**src/rtl/bist_pkg.sv**
```systemverilog
package bist_pkg;

    typedef enum logic [1:0] {
        MODE_NORMAL = 2'b00,
        MODE_PRBS   = 2'b01,
        MODE_SIG    = 2'b10,
        MODE_SCAN   = 2'b11
    } bist_mode_e;

    localparam int          DEF_W    = 8;
    localparam logic [7:0]  DEF_MASK = 8'hB8;  // state bits 7,5,4,3
    localparam logic [7:0]  DEF_SEED = 8'h01;

endpackage

```
**src/rtl/bist_tap_xor.sv**
```systemverilog
module bist_tap_xor #(
    parameter int             W    = bist_pkg::DEF_W,
    parameter logic [W-1:0]   MASK = bist_pkg::DEF_MASK
) (
    input  logic [W-1:0] state,
    output logic         fb
);
    logic [W-1:0] terms;

    generate
        for (genvar i = 0; i < W; i++) begin : g_tap
            if (MASK[i]) begin : g_on
                assign terms[i] = state[i];
            end else begin : g_off
                assign terms[i] = 1'b0;
            end
        end
    endgenerate

    assign fb = ^terms;
endmodule

```
**src/rtl/bist_next.sv**
```systemverilog
module bist_next #(
    parameter int           W    = bist_pkg::DEF_W,
    parameter logic [W-1:0] SEED = bist_pkg::DEF_SEED
) (
    input  bist_pkg::bist_mode_e mode,
    input  logic [W-1:0]         state,
    input  logic [W-1:0]         din,
    input  logic                 scan_in,
    input  logic                 fb,
    output logic [W-1:0]         nxt
);
    import bist_pkg::*;

    logic         is_zero;
    logic [W-1:0] shifted_fb;
    logic [W-1:0] shifted_si;

    assign is_zero    = (state == '0);
    assign shifted_fb = {state[W-2:0], fb};
    assign shifted_si = {state[W-2:0], scan_in};

    always_comb begin
        unique case (mode)
            MODE_NORMAL: nxt = din;
            MODE_PRBS:   nxt = is_zero ? SEED : shifted_fb;
            MODE_SIG:    nxt = shifted_fb ^ din;
            MODE_SCAN:   nxt = shifted_si;
            default:     nxt = din;
        endcase
    end
endmodule

```
**src/rtl/bist_reg.sv**
```systemverilog
module bist_reg #(
    parameter int           W    = bist_pkg::DEF_W,
    parameter logic [W-1:0] MASK = bist_pkg::DEF_MASK,
    parameter logic [W-1:0] SEED = bist_pkg::DEF_SEED
) (
    input  logic         clk,
    input  logic         rst,
    input  logic [1:0]   mode,
    input  logic [W-1:0] din,
    input  logic         scan_in,
    output logic [W-1:0] dout,
    output logic         scan_out
);
    import bist_pkg::*;

    bist_mode_e   mode_e;
    logic [W-1:0] state_q;
    logic [W-1:0] state_d;
    logic         fb;

    assign mode_e = bist_mode_e'(mode);

    bist_tap_xor #(.W(W), .MASK(MASK)) u_tap (
        .state (state_q),
        .fb    (fb)
    );

    bist_next #(.W(W), .SEED(SEED)) u_next (
        .mode    (mode_e),
        .state   (state_q),
        .din     (din),
        .scan_in (scan_in),
        .fb      (fb),
        .nxt     (state_d)
    );

    always_ff @(posedge clk) begin
        if (rst) state_q <= '0;
        else     state_q <= state_d;
    end

    assign dout     = state_q;
    assign scan_out = state_q[W-1];
endmodule

```
**config.mk**
```make
export PLATFORM = sky130hd
export DESIGN_NAME = bist_reg
export DESIGN_NICKNAME = d
export VERILOG_FILES = /design/src/rtl/bist_pkg.sv /design/src/rtl/bist_tap_xor.sv /design/src/rtl/bist_next.sv /design/src/rtl/bist_reg.sv
export SDC_FILE = /design/constraint.sdc
export NUM_CORES = 1
export LEC_CHECK = 0
export BUFFER_PORTS_ARGS = -buffer_cell sky130_fd_sc_hd__clkbuf_2
export CAP_MARGIN = 20
export CORE_AREA = 2 2 39 41
export CTS_BUF_LIST = sky130_fd_sc_hd__clkbuf_8
export DETAILED_ROUTE_END_ITERATION = 12
export DIE_AREA = 0 0 41 43
export GPL_ROUTABILITY_DRIVEN = 0
export PLACE_DENSITY = 0.72
export SYNTH_ARGS = -nofsm -noshare
export SYNTH_HDL_FRONTEND = slang
export SYNTH_HIERARCHICAL = 1
export SYNTH_SLANG_ARGS = --single-unit
```
**constraint.sdc**
```tcl
create_clock -name clk -period 2.05 [get_ports clk]
set_clock_uncertainty 0.2 [all_clocks]
set_input_delay 0.41 -clock clk [delete_from_list [all_inputs] [get_ports clk]]
set_output_delay 0.41 -clock clk [all_outputs]
set_load 0.02 [all_outputs]
```
==> results of run 1 <==
-- metrics by stage --
stage | hold slack, ns | setup slack, ns
floorplan | 0.282 | 0.432
global placement | 0.463 | 0.498
detailed placement | 0.457 | 0.448
CTS | 0.274 | 0.432
global route | 0.299 | 0.313
finish | 0.279 | 0.439
-- metal layers --
layer  part of all wire  GRT usage  up-vias
met5                  0          0        -
li1                   -          -      239
met1               0.44      0.162      219
met2               0.52      0.216       15
met3              0.042     0.0314        0
met4                  0     0.0800        0
-- cells in the final DEF, fill, tap and decap left out, drive strengths merged --
| cell | Yosys | final |
|---|---|---|
| nor2b | 8 | 8 |
| nand3b | 1 | 1 |
| nor4 | 2 | 2 |
| xnor2 | 2 | 2 |
| inv | 2 | 2 |
| nand2 | 7 | 7 |
| dfxtp | 8 | 8 |
| a211oi | 2 | 2 |
| xor2 | 1 | 1 |
| o21ai | 8 | 8 |
| a32o | 7 | 7 |
| clkbuf | 0 | 24 |
| a2111oi | 1 | 1 |
-- kinds of logic after synthesis --
logic type | synth area share
XOR/XNOR | 0.0548
buffers and inverters | 0.0627
AND/OR/NAND/NOR | 0.245
AO/OA/AOI/OAI | 0.303
flip-flops | 0.334
-- worst max path at each step --
| stage | from | endpoint | slack [ns] | depth (start not counted) |
|---|---|---|---|---|
| global route | dout[7] | dout[0] | 0.31 | 6 |
| detailed placement | dout[7] | dout[0] | 0.45 | 5 |
| finish | dout[5] | dout[0] | 0.44 | 6 |
| CTS | dout[5] | dout[0] | 0.43 | 6 |
| floorplan | dout[5] | dout[0] | 0.43 | 6 |
| global placement | dout[5] | dout[0] | 0.50 | 6 |
-- power groups by stage --
stage / registers, mW / logic, mW / clock network (mW)
after floorplan: 0.199 / 0.0667 / 0
after global placement: 0.187 / 0.110 / 0
after detailed placement: 0.187 / 0.112 / 0
after CTS: 0.185 / 0.113 / 0.194
after global routing: 0.186 / 0.122 / 0.196
final: 0.184 / 0.113 / 0.186
-- area by class of cell --
cell class              instances  area, um^2  share of cell area
clock buffers                   3        41.3              0.0663
flip-flops and latches          8         160               0.257
well taps                      16        20.0              0.0321
multi-input cells              39         289               0.464
repair buffers                 21         105               0.169
inverters                       2        7.51              0.0120
-- worst max-delay path, cell delays in order, from the launching register on --
cell and delay (ns):
dfxtp_1 0.44, xnor2_1 0.13, xnor2_1 0.28, nand3b_1 0.11, o21ai_0 0.10, a211oi_2 0.09, nor2b_1 0.14
==> metrics.yaml, run 1 <==
cts_max_level: 1
area_growth_pct: 30.0
rr_worst_depth: 6
grtUsageTotal: 0.138
async_reset_ff_frac: 0
globalRouteOverflowTotal: 0
drt_wl_total_um: 1130
yosysWarnings: 6
clockBufferDepth: 2
rows: 14
grt_pass1_wl_um: 1640
synthTopCellsByCount: "8 x dfxtp_1, 8 x nor2b_1, 7 x a32o_1, 7 x nand2_1, 6 x o21ai_1"
ctsResizeCount: 0
vias_per_cell: 5.31
internal_power_mw: 0.349
worstPathMaxFanout: 5
rr_startpoint: "dout[5]"
min_period_ns: 1.61
r2r_slack_ns: 0.44
synth_top_area_share: 0.334
place_inst: 86
netlist_area_um2: 479
whs_path_depth: 2
clkPwrFrac: 0.385
required_ns: 1.96
hpwl_um: 788
swShare: 0.279
holdPathEnd: "dout[7]"
combPwrFrac: 0.233
finalPower_mw: 0.484
vias: 473
power_switching_mw: 0.135
cts.sinks: 8
totalNegativeSetupSlack_ns: 0
core_area_um2: 1380
post_dp_cell_area_um2: 582
seqPwrFrac: 0.381
drtPass1Iterations: 4
cp.arrival_ns: 1.52
drt_iter0_markers: 4
ant_nets: 0
cts_buffers: 3
outcome: "completed"
yosysUniqueCellTypes: 16
cts-root-buf: "clkbuf_8"
antenna_found_initial: 0
min_from: "rst"
yosysSeqAreaShare: 0.334
cts_setup_buffers: 0
leakage_nw: 0.258
finalCritPeriodShare: 0.786
post-route-cell-area_um2: 623
nNetsFinal: 88
pin_count: 22
end_kind: "flop"
slew_viol_final: 0
synthesis.nets: 65
ys_top_cells_by_area: "dfxtp_1 33%, a32o_1 15%, nor2b_1 10%"
start_kind: "flop"
syn_area_per_cell_um2: 9.22
rsz0062_at_grt: "no"
ys_ff_latch: 8
largest_reg_flops: 8
dieArea_um2: 1760
post_drt_wl_per_cell_um: 12.7
die_h_um: 43
final_cells: 89
grt_max_degree: 17
synth_flop_cell: "dfxtp_1"
clkSlewWorstSetupHoldPaths_ns: 0.04
ir_worst_vdd_v: 0.000358
drive_above_1_share: 0.411
num_antenna_cells: 0
die_w_um: 41
synth_cells: 52
r2r-end: "dout[0]"
fmax_mhz: 621
clk_latency_ns: 0.23
worstMarginPinSlew_ns: 0.324
crit_type: "reg2reg"
postLayoutCoreUtil: 0.450
grt_pass1_vias: 408
setup_viol: 0
maxCapViolations: 0
yosys.area.top_type: "dfxtp_1"
synth-edff-count: 0
port-buffer-count: 21
p_per_area_nw_per_um2: 776
worstHoldPathType: "in2reg"
cts_tree: "done"
start_util: 0.346
n_fill_cell: 144
hold_violations: 0
cts_hold_buf: 0
slew_headroom: 0.783
drc: 0
Power figures use the tool's default switching activity.
==> run 2: changes to the inputs <==
==> constraint.sdc (replaced) <==
create_clock -name clk -period 1.5 [get_ports clk]
set_clock_uncertainty 0.2 [all_clocks]
set_input_delay 0.3 -clock clk [delete_from_list [all_inputs] [get_ports clk]]
set_output_delay 0.3 -clock clk [all_outputs]
set_load 0.02 [all_outputs]
==> run 2 against run 1 <==
Compared with the run above: setup slack got worse by 0.41 ns; non-clock buffer count rose by 4; design area rose by 10%; hold slack got worse by 0.13 ns; final cell count rose by 5.6%; die area did not move; maximum frequency rose by 9.2%; sequential power rose by 35%; sequential share of layout area fell by 1.3 points; flip-flop and latch count did not move; first-iteration DRC count rose by 25%; critical path type unchanged; critical endpoint unchanged; largest cell class unchanged; highest routed layer is now met4.
==> metrics.yaml, run 2 (same netlist as run 1, synthesis figures left out) <==
num_antenna_cells: 0
fmax_mhz: 678
hpwl_um: 815
ir_worst_vdd_v: 0.000376
p_per_area_nw_per_um2: 1010
grt_pass1_vias: 422
n_fill_cell: 138
hold_violations: 0
layout_common_cells: "21 x clkbuf_2, 8 x nor2b_1, 7 x nand2_1, 7 x o21ai_1, 7 x a32o_1"
worstPathMaxFanout: 3
final_cells: 94
place_inst: 90
rr_worst_depth: 5
grt_pass1_wl_um: 1760
slew_headroom: 0.786
area_growth_pct: 43.3
clkSlewWorstSetupHoldPaths_ns: 0.04
maxCapViolations: 0
cts.sinks: 8
r2r_slack_ns: 0.02
finalCritPeriodShare: 0.984
end_kind: "flop"
grtUsageTotal: 0.153
largest_reg_flops: 8
setup_viol: 0
min_period_ns: 1.48
met2WireLength_um: 509
pin_count: 22
wl_met3_um: 58
clk_latency_ns: 0.23
port-buffer-count: 21
slowest_stage: "dfxtp_2"
multi_input_area_um2: 312
vias_per_cell: 5.21
globalRouteOverflowTotal: 0
final_common_cell: "clkbuf_2"
crit_type: "reg2reg"
core_area_um2: 1380
critPathBufInv: 0
rr_startpoint: "dout[3]"
worstHoldPathType: "in2reg"
place_ws_ns: -0.0117
drive_above_1_share: 0.526
dieArea_um2: 1760
rows: 14
die_w_um: 41
postLayoutCoreUtil: 0.496
path_depth: 5
dr.max_layer_used: "met4"
vias: 490
drtPass1Iterations: 4
cts_max_level: 1
nNetsFinal: 92
ant_nets: 0
wl_met1_um: 495
holdPathEnd: "dout[5]"
whs_path_depth: 2
cts_tree: "done"
critPathTopFamily: "compound AO/OA/AOI/OAI gates"
worstMarginPinSlew_ns: 0.321
clockBufferDepth: 2
slowest_delay_ns: 0.33
seqCellArea_um2: 168
cts_buffers: 3
antenna_found_initial: 0
fin_ws_ns: 0.0245
required_ns: 1.41
rsz0062_at_grt: "yes"
post_drt_wl_per_cell_um: 11.7
r2r-end: "dout[0]"
drt_wl_total_um: 1100
outcome: "completed"
grt_max_degree: 17
drt_iter0_markers: 5
start_kind: "flop"
die_h_um: 43
min_from: "rst"
drc: 0
cp.arrival_ns: 1.39
start_util: 0.346
totalNegativeSetupSlack_ns: 0
cts_setup_buffers: 0
slew_viol_final: 0
crit_chain: "xor2_2, xnor2_2, a211oi_1, a211oi_2, nor2b_1"
cts-root-buf: "clkbuf_8"
leakage_nw: 0.295
run 2: changes by cell type in the layout (fill, tap and decap cells not counted), moves of 2 or more:
cell     change
dfxtp_1      -4
dfxtp_2      +3
xnor2_1      -2
buf_4        +4
xnor2_2      +2
run 2: power by group:
part / internal (mW) / switching, mW / leakage, nW
Sequential: 0.230 / 0.0176 / 0.0679
Clock: 0.177 / 0.0870 / 0.0269
Combinational: 0.0888 / 0.0909 / 0.201
Total: 0.496 / 0.196 / 0.295
run 2: repair_timing:
| action | 4_1_cts | 5_1_grt |
|---|---|---|
| gates resized for setup | 1 | 3 |
| hold buffers | 0 | 0 |
| endpoints found under the setup margin | 1 | 1 |
| pin swaps | 3 | 1 |
run 2: final cells by class:
type | instances | share of cell area
multi-input combinational | 39 | 0.454
sequential | 8 | 0.244
timing repair buffer | 25 | 0.197
clock buffer | 3 | 0.0601
tap | 16 | 0.0291
inverter | 2 | 0.0109
clock inverter | 1 | 0.00546
run 2: metrics by stage:
stage,total power [mW],instance area [um^2],hold slack [ns]
2_1_floorplan,0.364,487,0.162
3_3_place_gp,0.416,619,0.392
3_5_place_dp,0.420,619,0.385
4_1_cts,0.687,664,0.142
5_1_grt,0.723,687,0.176
6_report,0.692,687,0.145
run 2: how the worst max path moves through the flow:
stage | endpoint | startpoint | slack (ns)
finish | dout[0] | dout[3] | 0.02
global route | dout[0] | dout[3] | -0.01
CTS | dout[0] | dout[3] | -0.01
detailed placement | dout[0] | dout[5] | -0.01
global placement | dout[0] | dout[5] | 0.04
floorplan | dout[0] | dout[7] | 0.005
run 2: routing by layer:
| metal | up-vias | global-route usage |
|---|---|---|
| met1 | 223 | 0.198 |
| li1 | 246 | - |
| met5 | - | 0 |
| met3 | 5 | 0.0314 |
| met2 | 16 | 0.209 |
| met4 | 0 | 0.120 |
==> run 3: changes to the inputs <==
==> constraint.sdc (replaced) <==
create_clock -name clk -period 1.47 [get_ports clk]
set_clock_uncertainty 0.2 [all_clocks]
set_input_delay 0.294 -clock clk [delete_from_list [all_inputs] [get_ports clk]]
set_output_delay 0.294 -clock clk [all_outputs]
set_load 0.02 [all_outputs]
==> run 3 against run 2 <==
Compared with the run above: the run now ends with negative setup slack left; critical path type unchanged; critical endpoint unchanged; register-to-register slack worse by 0.09 ns; largest cell class unchanged; count of clock-buffer cells in the layout stayed put; total power is 4.8% higher; hold slack better by 0.0041 ns; die area stayed put; routed wire length is 17% higher.
==> metrics.yaml, run 3 (same netlist as run 1, synthesis figures left out) <==
post-route-cell-area_um2: 704
violations: "negative setup slack"
globalRouteOverflowTotal: 0
power_switching_mw: 0.219
p_per_area_nw_per_um2: 1030
drt_iter0_markers: 6
cts.sinks: 8
slew_viol_final: 0
leakage_nw: 0.298
slew_headroom: 0.719
fmax_mhz: 650
end_kind: "flop"
finalCritPeriodShare: 1.05
rows: 14
internal_power_mw: 0.506
critPathBufInv: 0
clkSlewWorstSetupHoldPaths_ns: 0.04
combPwrFrac: 0.273
worstHoldPathType: "in2reg"
cts_max_level: 1
hold_violations: 0
grt_pass1_wl_um: 2100
drive_above_1_share: 0.526
antenna_found_initial: 0
cts-root-buf: "clkbuf_8"
fin_ws_ns: -0.0680
clkPwrFrac: 0.385
worstMarginPinSlew_ns: 0.418
place_ws_ns: -0.0257
port-buffer-count: 21
min_period_ns: 1.54
grt_max_degree: 17
critPathTopFamily: "XOR/XNOR gates"
slowest_delay_ns: 0.34
worstPathMaxFanout: 3
clk_latency_ns: 0.23
drc: 0
post_drt_wl_per_cell_um: 13.7
slowest_stage: "dfxtp_4"
vias_per_cell: 5.34
grt_pass1_vias: 499
n_fill_cell: 137
die_h_um: 43
drtPass1Iterations: 4
layout_common_cells: "21 x clkbuf_2, 8 x nor2b_1, 7 x nand2_1, 7 x o21ai_1, 7 x a32o_1"
crit_chain: "xor2_1, xnor2_2, nand3b_1, o21ai_1, a211oi_2, nor2b_1"
vias: 502
hpwl_um: 883
largest_reg_flops: 8
maxCapViolations: 0
num_antenna_cells: 0
start_kind: "flop"
drt_wl_total_um: 1290
grtUsageTotal: 0.181
outcome: "complete, but fails checks"
dieArea_um2: 1760
die_w_um: 41
required_ns: 1.39
final_common_cell: "clkbuf_2"
post_dp_cell_area_um2: 627
clockBufferDepth: 2
rsz0062_at_grt: "yes"
area_growth_pct: 47.0
cts_buffers: 3
nNetsFinal: 92
seqCellArea_um2: 175
start_util: 0.346
pin_count: 22
swShare: 0.302
cp.arrival_ns: 1.45
multi_input_area_um2: 322
crit_type: "reg2reg"
ir_worst_vdd_v: 0.000423
cts_tree: "done"
ant_nets: 0
worst_hold_slack_ns: 0.150
setup_viol: 1
seqPwrFrac: 0.343
core_area_um2: 1380
-- run 3: cell counts in the layout (fill, tap and decap cells not counted) --
Identical to the previous run, type by type.
-- run 3: final timing paths --
| path | start | end | slack, ns | cells past startpoint |
|---|---|---|---|---|
| min | rst | dout[3] | 0.15 | 2 |
| min reg2reg | dout[2] | dout[3] | 0.46 | 2 |
| max | dout[3] | dout[0] | -0.07 | 6 |
| max reg2reg | dout[3] | dout[0] | -0.07 | 6 |
-- run 3: through the flow --
step | power, mW | util | TNS, ns | cells
after floorplan | 0.369 | - | 0 | 52
after global placement | 0.422 | 0.453 | 0 | 90
after detailed placement | 0.427 | 0.453 | -0.0257 | 90
after CTS | 0.712 | 0.486 | -0.0353 | 94
after global routing | 0.765 | 0.509 | -0.115 | 94
final | 0.725 | 0.509 | -0.0680 | 94
-- run 3: metal layers --
metal	global-route usage	wire, um
met3	0.0471	54
met5	0	0
met2	0.275	635
met1	0.210	565
met4	0.120	31
-- run 3: cell type report --
class / count / share of cell area
clock inverters: 1 / 0.00533
flip-flops and latches: 8 / 0.249
multi-input cells: 39 / 0.456
well taps: 16 / 0.0284
repair buffers: 25 / 0.192
clock buffers: 3 / 0.0586
inverters: 2 / 0.0107
-- run 3: repair_timing --
action                                  4_1_cts  5_1_grt
gates resized for setup                       0        4
hold buffers                                  0        0
endpoints found under the setup margin        1        1
setup buffers                                 0        0
-- run 3: power by group through the flow --
stage | Clock (mW) | Combinational [mW] | Sequential [mW]
after floorplan | 0 | 0.0936 | 0.275
after CTS | 0.288 | 0.176 | 0.247
final | 0.279 | 0.198 | 0.248
after global routing | 0.300 | 0.213 | 0.252
after global placement | 0 | 0.171 | 0.251
after detailed placement | 0 | 0.176 | 0.251
